$ cat src/rtl/wpm_pkg.sv
package wpm_pkg;
  // control word field positions, decoded by the comparators
  localparam int EnBit     = 0;
  localparam int PrivLo    = 1;
  localparam int KindLo    = 3;
  localparam int BasLo     = 5;
  localparam int BasW      = 8;
  localparam int MaskLo    = 24;
  localparam int MaskW     = 5;
  localparam int CtrlW     = 32;

  // strobes from control to datapath
  typedef struct packed {
    logic wrCtrl;
    logic wrValue;
    logic lookup;
  } wpmStrobe_t;
endpackage

$ cat src/rtl/wpm_ctrl.sv
module wpm_ctrl
  import wpm_pkg::*;
#(
  parameter int NUM_SLOTS = 4,
  parameter int IDX_W     = (NUM_SLOTS > 1) ? $clog2(NUM_SLOTS) : 1
) (
  input  logic                 clk,
  input  logic                 rst,
  input  logic                 wrEn,
  input  logic                 wrSel,
  input  logic [IDX_W-1:0]     wrIdx,
  input  logic                 accValid,
  output wpmStrobe_t           stb,
  output logic [NUM_SLOTS-1:0] slotSel
);
  logic idxOk;

  assign idxOk = (int'(wrIdx) < NUM_SLOTS);

  for (genvar g = 0; g < NUM_SLOTS; g++) begin : gSel
    assign slotSel[g] = wrEn && (int'(wrIdx) == g);
  end

  always_comb begin
    stb.wrCtrl  = wrEn && !wrSel && idxOk;
    stb.wrValue = wrEn &&  wrSel && idxOk;
    stb.lookup  = accValid;
  end

  // a write never selects more than one slot
  a_r11_one_slot: assert property (@(posedge clk) disable iff (rst)
    $onehot0(slotSel));
endmodule

$ cat src/rtl/wpm_datapath.sv
module wpm_datapath
  import wpm_pkg::*;
#(
  parameter int NUM_SLOTS = 4,
  parameter int ADDR_W    = 32,
  parameter int IDX_W     = (NUM_SLOTS > 1) ? $clog2(NUM_SLOTS) : 1
) (
  input  logic                 clk,
  input  logic                 rst,
  input  wpmStrobe_t           stb,
  input  logic [NUM_SLOTS-1:0] slotSel,
  input  logic [ADDR_W-1:0]    wrData,
  input  logic [ADDR_W-1:0]    accAddr,
  input  logic [1:0]           accSize,
  input  logic                 accStore,
  input  logic                 accKernel,
  output logic                 hitValid,
  output logic [IDX_W-1:0]     hitIdx
);
  logic [NUM_SLOTS-1:0] slotHit;
  logic [3:0]           nBytes;
  logic [8:0]           lenMask;
  logic [7:0]           touched;
  logic                 anyHit;
  logic [IDX_W-1:0]     winIdx;

  // bytes of the access doubleword touched; bytes past byte 7 fall off
  assign nBytes  = 4'd1 << accSize;
  assign lenMask = (9'd1 << nBytes) - 9'd1;
  assign touched = lenMask[7:0] << accAddr[2:0];

  for (genvar g = 0; g < NUM_SLOTS; g++) begin : gSlot
    logic [CtrlW-1:0]  ctrlQ;
    logic [ADDR_W-1:0] valQ;
    logic [1:0]        kind;
    logic [1:0]        priv;
    logic [BasW-1:0]   bas;
    logic [MaskW-1:0]  maskCnt;
    logic [ADDR_W-1:0] regionMask;
    logic              kindOk;
    logic              privOk;
    logic              reserved;
    logic              dwHit;
    logic              rangeHit;

    always_ff @(posedge clk) begin
      if (rst) begin
        ctrlQ <= '0;
        valQ  <= '0;
      end else begin
        if (stb.wrCtrl && slotSel[g])  ctrlQ <= wrData[CtrlW-1:0];
        if (stb.wrValue && slotSel[g]) valQ  <= wrData;
      end
    end

    assign kind       = ctrlQ[KindLo +: 2];
    assign priv       = ctrlQ[PrivLo +: 2];
    assign bas        = ctrlQ[BasLo +: BasW];
    assign maskCnt    = ctrlQ[MaskLo +: MaskW];
    assign regionMask = {ADDR_W{1'b1}} << maskCnt;
    assign kindOk     = accStore ? kind[1] : kind[0];
    assign privOk     = accKernel ? priv[0] : priv[1];
    assign reserved   = (maskCnt == MaskW'(1)) || (maskCnt == MaskW'(2));
    assign dwHit      = (accAddr[ADDR_W-1:3] == valQ[ADDR_W-1:3]) && |(bas & touched);
    assign rangeHit   = (((accAddr ^ valQ) & regionMask) == '0) && (bas == '1);
    assign slotHit[g] = ctrlQ[EnBit] && kindOk && privOk && !reserved &&
                        ((maskCnt == '0) ? dwHit : rangeHit);

    a_r2_disabled_quiet: assert property (@(posedge clk) disable iff (rst)
      !ctrlQ[EnBit] |-> !slotHit[g]);
    a_r3_kind_none: assert property (@(posedge clk) disable iff (rst)
      (kind == 2'b00) |-> !slotHit[g]);
    a_r4_priv_none: assert property (@(posedge clk) disable iff (rst)
      (priv == 2'b00) |-> !slotHit[g]);
    a_r8_reserved_mask: assert property (@(posedge clk) disable iff (rst)
      ((maskCnt == MaskW'(1)) || (maskCnt == MaskW'(2))) |-> !slotHit[g]);
  end

  // lowest numbered hitting slot wins
  always_comb begin
    anyHit = 1'b0;
    winIdx = '0;
    for (int i = NUM_SLOTS - 1; i >= 0; i--) begin
      if (slotHit[i]) begin
        anyHit = 1'b1;
        winIdx = IDX_W'(i);
      end
    end
  end

  always_ff @(posedge clk) begin
    if (rst) begin
      hitValid <= 1'b0;
      hitIdx   <= '0;
    end else begin
      hitValid <= stb.lookup && anyHit;
      hitIdx   <= (stb.lookup && anyHit) ? winIdx : '0;
    end
  end

  a_r10_idle_no_hit: assert property (@(posedge clk) disable iff (rst)
    !stb.lookup |=> !hitValid);
  a_r10_hit_follows: assert property (@(posedge clk) disable iff (rst)
    (stb.lookup && slotHit != '0) |=> hitValid);
  a_r9_slot0_wins: assert property (@(posedge clk) disable iff (rst)
    (stb.lookup && slotHit[0]) |=> (hitIdx == '0));
endmodule

$ cat src/rtl/watch_match.sv
module watch_match
  import wpm_pkg::*;
#(
  parameter int NUM_SLOTS = 4,
  parameter int ADDR_W    = 32,
  parameter int IDX_W     = (NUM_SLOTS > 1) ? $clog2(NUM_SLOTS) : 1
) (
  input  logic              clk,
  input  logic              rst,
  input  logic              wrEn,
  input  logic              wrSel,
  input  logic [IDX_W-1:0]  wrIdx,
  input  logic [ADDR_W-1:0] wrData,
  input  logic              accValid,
  input  logic [ADDR_W-1:0] accAddr,
  input  logic [1:0]        accSize,
  input  logic              accStore,
  input  logic              accKernel,
  output logic              hitValid,
  output logic [IDX_W-1:0]  hitIdx
);
  wpmStrobe_t           stb;
  logic [NUM_SLOTS-1:0] slotSel;

  wpm_ctrl #(.NUM_SLOTS(NUM_SLOTS), .IDX_W(IDX_W)) i_ctrl (
    .clk(clk), .rst(rst), .wrEn(wrEn), .wrSel(wrSel), .wrIdx(wrIdx),
    .accValid(accValid), .stb(stb), .slotSel(slotSel)
  );

  wpm_datapath #(.NUM_SLOTS(NUM_SLOTS), .ADDR_W(ADDR_W), .IDX_W(IDX_W)) i_dp (
    .clk(clk), .rst(rst), .stb(stb), .slotSel(slotSel), .wrData(wrData),
    .accAddr(accAddr), .accSize(accSize), .accStore(accStore),
    .accKernel(accKernel), .hitValid(hitValid), .hitIdx(hitIdx)
  );
endmodule

$ cat config.mk
export PLATFORM = sky130hd
export DESIGN_NAME = watch_match
export DESIGN_NICKNAME = d
export VERILOG_FILES = /design/src/rtl/wpm_pkg.sv /design/src/rtl/wpm_ctrl.sv /design/src/rtl/wpm_datapath.sv /design/src/rtl/watch_match.sv
export SDC_FILE = /design/constraint.sdc
export NUM_CORES = 1
export LEC_CHECK = 0
export ABC_AREA = 0
export BUFFER_PORTS_ARGS = -buffer_cell sky130_fd_sc_hd__buf_2
export CAP_MARGIN = 20
export CORE_ASPECT_RATIO = 1.25
export CORE_MARGIN = 1
export CORE_UTILIZATION = 61
export DETAILED_ROUTE_END_ITERATION = 12
export GPL_TIMING_DRIVEN = 0
export MAX_ROUTING_LAYER = met4
export PLACE_DENSITY = 0.86
export SYNTH_ARGS = -nofsm -noshare
export SYNTH_HDL_FRONTEND = slang
export SYNTH_HIERARCHICAL = 1
export SYNTH_SLANG_ARGS = --single-unit
$ cat constraint.sdc
create_clock -name clk -period 2.9 [get_ports clk]
set_input_delay 0 -clock clk [delete_from_list [all_inputs] [get_ports clk]]
set_output_delay 0 -clock clk [all_outputs]
set_load 0.02 [all_outputs]
# After elaboration in Yosys (flattened, before gate mapping)
# Index checks and enable logic that the tools add are counted.
# W data, S select, Z words.
dict set report word_totals {
  regBits 247
  wordCells 133
  out_inout_bits 3
}
dict set report op_classes {
  eq_ne 19
  reduce_logical 63
  n_mux 19
  n_shift 7
  addsub 1
  bitwise 13
}
# op count
set ops {}
lappend ops {{$and A32 B32 Y32} 4}
lappend ops {{$logic_not A32 Y1} 4}
lappend ops {{$shl A32 B5 Y32 const A} 4}
lappend ops {{$xor A32 B32 Y32} 4}
lappend ops {{$eq A29 B29 Y1} 4}
lappend ops {{$logic_and A1 B1 Y1} 39}
lappend ops {{$and A8 B8 Y8} 4}
lappend ops {{$eq A8 B8 Y1 const B} 4}
lappend ops {{$reduce_or A8 Y1} 4}
lappend ops {{$eq A5 B1 Y1 const B} 4}
lappend ops {{$eq A5 B2 Y1 const B} 4}
lappend ops {{$logic_not A5 Y1} 4}
lappend ops {{$mux W1} 17}
lappend ops {{$shl A1 B4 Y8 const A} 1}
lappend ops {{$shl A8 B3 Y8} 1}
lappend ops {{$sub A8 B1 Y8 const B} 1}
lappend ops {{$logic_not A1 Y1} 5}
lappend ops {{$eq A2 B2 Y1 const B} 2}
lappend ops {{$logic_or A1 B1 Y1} 4}
lappend ops {{$mux W2} 2}
lappend ops {{$reduce_or A4 Y1} 1}
lappend ops {{$shl A1 B2 Y4 const A} 1}
lappend ops {{$reduce_or A3 Y1} 1}
lappend ops {{$eq A2 B1 Y1 const B} 1}
lappend ops {{other kinds (2)} 2}

# Logic depth before layout (Yosys ltp)
# Gate-level depths: netlist (run 1).
dict set report logic_depth {
  depth_word 16
  ltp_mapped 9
}

# Cells and area by module
# The synthesis (run 1) kept the hierarchy.
# mod n_inst cells_each area_per_inst_um2
set by_module_without_submodules {}
lappend by_module_without_submodules {wpm_datapath 1 1409 10566.4}
lappend by_module_without_submodules {wpm_ctrl 1 7 57.6}

# Worst setup path before layout (run 1)
# OpenSTA, ideal clock, no wires.
dict set report synth_timing {
  kind {flip-flop to flip-flop}
  start {register i_dp.gSlot[2].ctrlQ[27]}
  end {register i_dp.hitIdx[1]}
  stages_incl_launch_ff 9
  synth_period_minus_slack_ns 2.104
  required_time_ns 2.813
  t_arrival_ns 2.017
  path_slack_ns 0.796
  setup_time_ns 0.087
  cell_sequence {dfxtp_1 -> buf_4 -> and3_1 -> nand2_1 -> a2111oi_2 -> nand4_1 -> or4_1 -> and4bb_1 -> nor4b_2}
}
dict set report synth_between {
  elab_chain_len 12
  elab_cells_between_ends 19
  classes_between {2 x eq/ne; 1 x shift; 5 x mux; 2 x bitwise; 9 x reduce/logical}
}
# item line
set synth_rtl {}
lappend synth_rtl {{from (decl)} wpm_datapath.sv:33} ;# logic [CtrlW-1:0] ctrlQ;
lappend synth_rtl {{from (signal assigned)} wpm_datapath.sv:51} ;# if (stb.wrCtrl && slotSel[g]) ctrlQ <= wrData[CtrlW-1:0];
lappend synth_rtl {{$shl A32 B5 Y32} wpm_datapath.sv:60} ;# assign regionMask = {ADDR_W{1'b1}} << maskCnt;
lappend synth_rtl {{$and A32 B32 Y32} wpm_datapath.sv:65} ;# assign rangeHit = (((accAddr ^ valQ) & regionMask) == '0) && (bas == '1);
lappend synth_rtl {{$logic_not A32 Y1} wpm_datapath.sv:65}
lappend synth_rtl {{$logic_and A1 B1 Y1} wpm_datapath.sv:65}
lappend synth_rtl {{$mux W1} wpm_datapath.sv:67} ;# ((maskCnt == '0) ? dwHit : rangeHit);
lappend synth_rtl {{$logic_and A1 B1 Y1 *} wpm_datapath.sv:66} ;# assign slotHit[g] = ctrlQ[EnBit] && kindOk && privOk && !reserved &&
lappend synth_rtl {{$mux W1 (3 in series)} wpm_datapath.sv:84} ;# if (slotHit[i]) begin
lappend synth_rtl {{$logic_and A1 B1 Y1} wpm_datapath.sv:97} ;# hitIdx <= (stb.lookup && anyHit) ? winIdx : '0;
lappend synth_rtl {{$not A1 Y1 (no source line)} -}
lappend synth_rtl {{$reduce_or A4 Y1 (no source line)} -}
lappend synth_rtl {{to (signal assigned)} wpm_datapath.sv:97}
lappend synth_rtl {{to (decl)} wpm_datapath.sv:18} ;# output logic [IDX_W-1:0] hitIdx
# Mark *: on every way between the ends. The rest lies on a longest branch, timed or not.
# A chain may end at the register's enable or synchronous reset.

# Final worst setup path (run 1)
dict set report layout_timing {
  start {register i_dp.gSlot[3].ctrlQ[25]}
  end {register i_dp.hitIdx[1]}
}
dict set report layout_between {
  elab_chain_len 13
  elab_cells_between_ends 21
  classes_between {2 x eq/ne; 1 x shift; 7 x mux; 2 x bitwise; 9 x reduce/logical}
}
# item line
set layout_rtl {}
lappend layout_rtl {{from (decl)} wpm_datapath.sv:33}
lappend layout_rtl {{from (signal assigned)} wpm_datapath.sv:51}
lappend layout_rtl {{$shl A32 B5 Y32} wpm_datapath.sv:60}
lappend layout_rtl {{$and A32 B32 Y32} wpm_datapath.sv:65}
lappend layout_rtl {{$logic_not A32 Y1} wpm_datapath.sv:65}
lappend layout_rtl {{$logic_and A1 B1 Y1} wpm_datapath.sv:65}
lappend layout_rtl {{$mux W1} wpm_datapath.sv:67}
lappend layout_rtl {{$logic_and A1 B1 Y1 *} wpm_datapath.sv:66}
lappend layout_rtl {{$mux W1 (4 in series)} wpm_datapath.sv:84}
lappend layout_rtl {{$logic_and A1 B1 Y1} wpm_datapath.sv:97}
lappend layout_rtl {{$not A1 Y1 (no source line)} -}
lappend layout_rtl {{$reduce_or A4 Y1 (no source line)} -}
# Marked as above.

==> results of run 1 <==
## tightest hold or removal path, delay by kind of cell
family                 cells  cell delay, ps
AND/OR/NAND/NOR            3             500
buffers and inverters      1             110
AO/OA/AOI/OAI              1              50
## sequential cells by signal, indices dropped and copies added (netlist names)
signal,flops
i_dp/gSlot.ctrlQ,72
i_dp/gSlot.valQ,122
i_dp/hitIdx,2
i_dp/hitValid,1
## metrics by stage
| stage | util | TNS, ps | instance area (um^2) | worst slack [ps] | cells |
|---|---|---|---|---|---|
| global route | 0.711 | -110 | 12000 | -55.2 | 1740 |
| CTS | 0.711 | 0 | 12000 | 34.8 | 1740 |
| detailed placement | 0.657 | 0 | 11100 | 190 | 1677 |
| global placement | 0.657 | 0 | 11100 | 265 | 1677 |
| finish | 0.711 | -59.9 | 12000 | -37.7 | 1740 |
| floorplan | - | 0 | 10600 | 796 | 1416 |
## layout by cell type, fill, tap and decap left out, drive strengths merged, types with 4 or more instances in the layout
cell / instances
nor3: 13
a2bb2oi: 5
xnor2: 61
o21a: 7
xor2: 69
nor2: 40
o31ai: 4
o21ai: 31
a21oi: 218
nand2: 422
inv: 19
o211ai: 15
a211oi: 4
nor3b: 4
a31oi: 4
and3: 5
dlygate4sd3: 34
a32oi: 5
and2: 15
buf: 90
mux2: 5
a211o: 4
mux2i: 4
a21boi: 4
nand4: 27
a21o: 5
nor4: 12
a22oi: 6
a2111oi: 10
nand2b: 4
nand4b: 5
nand3: 13
o2111ai: 7
dfxtp: 197
clkbuf: 96
## final cells by class
class	count	area, um^2	share of cell area
Timing Repair Buffer	75	546	0.0454
Clock buffer	17	425	0.0354
Buffer	128	661	0.0550
Sequential cell	197	3940	0.328
Clock inverter	12	146	0.0122
Inverter	12	45.0	0.00375
Multi-Input combinational cell	1079	5980	0.497
Tap cell	220	275	0.0229
## kinds of logic (layout without fill, tap and decap cells)
logic type / after synthesis / count (layout)
and+or+nand+nor: 577 / 577
AOI/OAI and AO/OA: 363 / 363
DFF: 197 / 197
buffers and inverters: 140 / 244
xor gates and xnor gates: 130 / 130
muxes: 9 / 9
## repair_timing
action / 4_1_cts / 5_1_grt
hold buffers: 34 / 0
resized for setup: 0 / 1
endpoints found under the setup margin: 0 / 2
hold endpoints to repair: 197 / 0
## how the worst min path moves through the flow
stage | from | endpoint | slack [ps] | cells past startpoint
3_3_place_gp | wrData[31] | i_dp/gSlot[3].valQ[31]$_SDFFE_PP0P_ | 280 | 3
5_1_grt | wrIdx[1] | i_dp/gSlot[2].valQ[31]$_SDFFE_PP0P_ | 290 | 5
2_1_floorplan | wrData[13] | i_dp/gSlot[0].valQ[13]$_SDFFE_PP0P_ | 140 | 2
3_5_place_dp | wrData[19] | i_dp/gSlot[0].valQ[19]$_SDFFE_PP0P_ | 290 | 3
4_1_cts | wrIdx[1] | i_dp/gSlot[2].valQ[31]$_SDFFE_PP0P_ | 260 | 5
6_report | wrIdx[1] | i_dp/gSlot[2].valQ[31]$_SDFFE_PP0P_ | 270 | 5
## power groups by stage
stage          clock network, mW  registers, mW  logic, mW
2_1_floorplan                  0           2.82      0.390
3_3_place_gp                   0           2.82      0.650
3_5_place_dp                   0           2.82      0.652
4_1_cts                     2.40           2.76      0.691
5_1_grt                     2.52           2.76      0.744
6_report                    2.39           2.76      0.720
## routing by layer
layer / GRT usage / wire length [um] / vias to the layer above
met2: 0.711 / 18400 / 626
met1: 0.532 / 15000 / 5188
met5: - / 0 / -
met3: 0.0728 / 3820 / 139
met4: 0.299 / 2640 / 0
li1: - / - / 5003
==> flow_summary_export.csv, run 1 <==
group,metric,value,unit
status,status,"finished with violations",
status,violations,"setup timing",
setup_path,worst-path-buf-inv,1,
setup_path,crit_family,"simple AND/OR/NAND/NOR gates",
setup_path,rrSetupSlack,-40,ps
setup_path,crit_start,"i_dp/gSlot[3].ctrlQ[25]$_SDFFE_PP0P_",
clocking,cts_setup_buffers,0,
synth,yosys.area.top_type,"dfxtp_1",
synth,synth_cells,1416,
final_layout,nNetsFinal,1585,
floorplanning,start_util,0.628,
clocking,worst_skew_pair.late_latency,440,ps
global_route,grt_pass1_wl,57600,um
sta,max_freq,340,MHz
synth,synth.area.mux_share,0.00907,
global_route,first_global_vias,9915,
synth,synth_top_family_by_area,"simple AND/OR/NAND/NOR gates",
synth,synth_xor_area_frac,0.109,
sta,hold_violations,0,
setup_path,r2r_cells,8,
global_route,grt_overflow,0,
synth,yosysMostFrequentCell,"nand2_1",
final_layout,nFillCells,1386,
drt,ant_nets,0,
pwr,seqPwrFrac,0.470,
clocking,path_clk_slew,80,ps
sta,relSlewSlack,0.140,
synth,yosys.area_share.simple,0.234,
synth,ys_seq_area_frac,0.371,
setup_path,crit_arrival,3290,ps
global_route,grt_max_degree,18,
drt,wl_per_cell,22.9,um
pwr,max-vdd-ir-drop,0.416,mV
setup_path,cp.required,3250,ps
floorplanning,die_area,18000,um^2
synth,synth_edf_count,0,
floorplanning,die_w,120,um
sta,slew_violations,0,
clocking,htree_levels,4,
drt,wl,39900,um
global_route,antenna_found_initial,0,
setup_path,rr_endpoint,"i_dp/hitIdx[1]$_SDFF_PP0_",
placement,gp_congestion,1.08,
drt,drt_iter0_markers,1386,
synth,avgSynthCellArea,7.50,um^2
setup_path,path_class,"flip-flop to flip-flop",
synth,ys_seq_elements,197,
clocking,root_buffer,"clkbuf_16",
setup_path,cp_num_cells,8,
pwr,p_leak,4.16,nW
min_path,hold_class,"input pin to flip-flop",
synth,synth-compound-area-share,0.210,
clocking,cts_tree,"done",
pwr,p_sw,1.62,mW
run,maxCapViolations,0,
global_route,grt.total_usage,0.452,
synth,synthesis.nets,1491,
sta,period_share,1.01,
pwr,power_density,489,nW/um^2
sta,clock_skew,13.6,ps
placement,post-dp-hpwl,29200,um
setup_path,cp_cell_sequence,"buf_6 > xor2_1 > nand2_1 > nand4_1 > nand4b_1 > a2111oi_1 > and4bb_1 > nor4b_2",
sta,fin_ws,-37.7,ps
floorplanning,core,16900,um^2
synth,yosysWarnings,6,
setup_path,reg2reg_from,"i_dp/gSlot[3].ctrlQ[25]$_SDFFE_PP0P_",
setup_path,crit_path_max_incr_delay,730,ps
floorplanning,die_y,150,um
synth,synth-async-reset-ratio,0,
pwr,intPower,4.26,mW
sta,fin_crit,2940,ps
synth,synth_common_cells,"nand2_1 (422), a21oi_1 (218), dfxtp_1 (197)",
placement,io_buffer_count,41,
clocking,clkSinkCount,197,
synth,syn-cell-area,10600,um^2
drt,vias_per_cell,6.30,
drt,vias,11000,
pwr,clockPowerShare,0.407,
sta,worst_pin_slew,1260,ps
setup_path,worstSetupEndpointType,"flip-flop",
final_layout,area_growth,13.1,%
setup_path,critPathSlowestCell,"a2111oi_1",
drt,drc_errors,0,
floorplanning,rows,53,
synth,yosys_most_used_dff,"dfxtp_1",
floorplanning,pin_count,78,
synth,synth_cell_type_count,83,
setup_path,startpoint_type,"flip-flop",
drt,drt_pass1_iterations,9,
clocking,numCtsBuffers,17,
synth,netlist.area_leader.share,0.371,
synth,synthAdderAreaFrac,0,
final_layout,drive_gt1_frac,0.0947,
setup_path,crit_fanout,10,
clocking,cts_buffer_depth,2,
pwr,p_total,5.88,mW
sta,holdWs,268,ps
pwr,p_sw_frac,0.275,
synth,synthTopCellsByArea,"dfxtp_1 (37%), nand2_1 (15%), a21oi_1 (10%)",
sta,setup_viol,2,
setup_path,worstSetupEndpoint,"i_dp/hitIdx[1]$_SDFF_PP0_",
final_layout,antenna_cells,0,
pwr,comb_power_share,0.122,
Power figures use the tool's default switching activity.
==> run 2, diff against run 1 <==
Settings changed: CORE_MARGIN 1 to 5.
==> flow_summary_export.csv, run 2 (same netlist as run 1, synthesis figures left out) <==
group,metric,value,unit
clocking,cts_setup_buffers,0,
floorplanning,die_w,128,um
clocking,clkSinkCount,197,
sta,tns,0,ps
placement,pre_cts_ws,242,ps
global_route,grt_max_degree,20,
floorplanning,rows,54,
sta,max_freq,359,MHz
clocking,numCtsBuffers,17,
drt,wl_per_cell,22.4,um
final_layout,area_growth,13.4,%
setup_path,worstSetupEndpointType,"flip-flop",
final_layout,instances_no_fill,1747,
clocking,post_cts_resized,0,
setup_path,cp_cell_sequence,"buf_6 > xor2_1 > nand2_1 > nand4_1 > nand4b_1 > a2111oi_0 > o211ai_1 > a211oi_1",
final_layout,drive_gt1_frac,0.0965,
placement,post-dp-hpwl,29300,um
pwr,power_density,488,nW/um^2
setup_path,reg2reg_from,"i_dp/gSlot[3].ctrlQ[25]$_SDFFE_PP0P_",
setup_path,crit_path_max_incr_delay,590,ps
pwr,max-vdd-ir-drop,0.396,mV
min_path,hold_class,"input pin to flip-flop",
placement,dp.cells,1681,
sta,rsz0062_at_grt,"false",
setup_path,rrSetupSlack,110,ps
sta,period_share,0.960,
drt,drt_pass1_iterations,8,
final_layout,multiInputGateArea,5970,um^2
final_layout,final_common_cell,"nand2_1",
clocking,worst_skew_pair.late_latency,440,ps
sta,slew_violations,0,
final_layout,register_area,3940,um^2
global_route,grt_overflow,0,
sta,fin_ws,115,ps
clocking,cts_buffer_depth,2,
global_route,grt_pass1_wl,59000,um
global_route,first_global_vias,10400,
clocking,holdBufCountCts,33,
floorplanning,start_util,0.614,
floorplanning,pin_count,78,
clocking,root_buffer,"clkbuf_16",
setup_path,critPathSlowestCell,"a2111oi_0",
clocking,cts_tree,"done",
sta,clock_skew,11.0,ps
floorplanning,die_y,158,um
setup_path,crit_start,"i_dp/gSlot[3].ctrlQ[25]$_SDFFE_PP0P_",
global_route,antenna_found_initial,0,
setup_path,worstSetupEndpoint,"i_dp/hitIdx[0]$_SDFF_PP0_",
sta,hold_violations,0,
drt,vias_per_cell,6.28,
final_layout,antenna_cells,0,
setup_path,path_class,"flip-flop to flip-flop",
placement,gp_congestion,1.07,
drt,drt_iter0_markers,1341,
final_layout,final_cell_mix,"nand2_1 (422), a21oi_1 (218), dfxtp_1 (197)",
clocking,path_clk_slew,70,ps
floorplanning,core,17300,um^2
drt,wl,39100,um
final_layout,fin_util,0.696,
status,status,"finished, final reports clean",
placement,io_buffer_count,41,
sta,setup_viol,0,
drt,vias,11000,
final_layout,nNetsFinal,1585,
setup_path,r2r_cells,8,
drt,drc_errors,0,
clocking,htree_levels,4,
final_layout,nFillCells,1487,
final_layout,top_register,"i_dp/gSlot.valQ",
sta,fin_crit,2790,ps
run,maxCapViolations,0,
setup_path,rr_endpoint,"i_dp/hitIdx[0]$_SDFF_PP0_",
drt,ant_nets,0,
setup_path,cp.required,3220,ps
floorplanning,die_area,20200,um^2
final_layout,largest_register_ffs,122,
setup_path,startpoint_type,"flip-flop",
global_route,grt.total_usage,0.398,
pwr,p_leak,4.18,nW
min_path,worstHoldStart,"rst",
setup_path,crit_fanout,10,
sta,worst_pin_slew,1090,ps
setup_path,crit_arrival,3110,ps
final_layout,reg_top3,"i_dp/gSlot.valQ (122), i_dp/gSlot.ctrlQ (72), i_dp/hitIdx (2)",
sta,relSlewSlack,0.253,
## run 2: through the flow
step,area (um^2),power [mW],hold WS [ps]
after detailed placement,11100,3.47,286
after global routing,12000,6.03,58.8
after global placement,11100,3.46,278
after floorplan,10600,3.21,136
after CTS,12000,5.85,33.5
final,12000,5.87,66.5
## run 2: critical path, delay by kind of cell, from the launching register on
family	cells	cell delay [ps]
compound gates	3	1140
xor+xnor	1	70
buf+inv	1	200
flops	1	490
simple gates	3	780
## run 2: cell type report
| cell class | count | share of cell area |
|---|---|---|
| Sequential cell | 197 | 0.327 |
| Clock inverter | 15 | 0.0139 |
| Tap cell | 224 | 0.0233 |
| Multi-Input combinational cell | 1079 | 0.496 |
| Buffer | 128 | 0.0548 |
| Inverter | 12 | 0.00374 |
| Clock buffer | 17 | 0.0353 |
| Timing Repair Buffer | 75 | 0.0455 |
## run 2: worst min path at each step
stage	end	cells past startpoint
after floorplan	i_dp/gSlot[0].valQ[13]$_SDFFE_PP0P_	2
after global placement	i_dp/gSlot[0].ctrlQ[0]$_SDFFE_PP0P_	3
after detailed placement	i_dp/gSlot[3].valQ[29]$_SDFFE_PP0P_	3
after CTS	i_dp/hitIdx[1]$_SDFF_PP0_	3
after global routing	i_dp/hitIdx[1]$_SDFF_PP0_	3
final	i_dp/hitIdx[1]$_SDFF_PP0_	3
## run 2: layer usage
metal,wire length (um),vias to the layer above,GRT usage
li1,-,5008,-
met1,14700,5170,0.459
met2,17900,624,0.621
met3,3110,172,0.0703
met4,3410,0,0.287
met5,0,-,-
## run 2: report_power, final
group | internal [mW] | switching [mW]
sequential | 2.74 | 0.0248
clock | 1.23 | 1.18
combinational | 0.238 | 0.468
total | 4.20 | 1.67
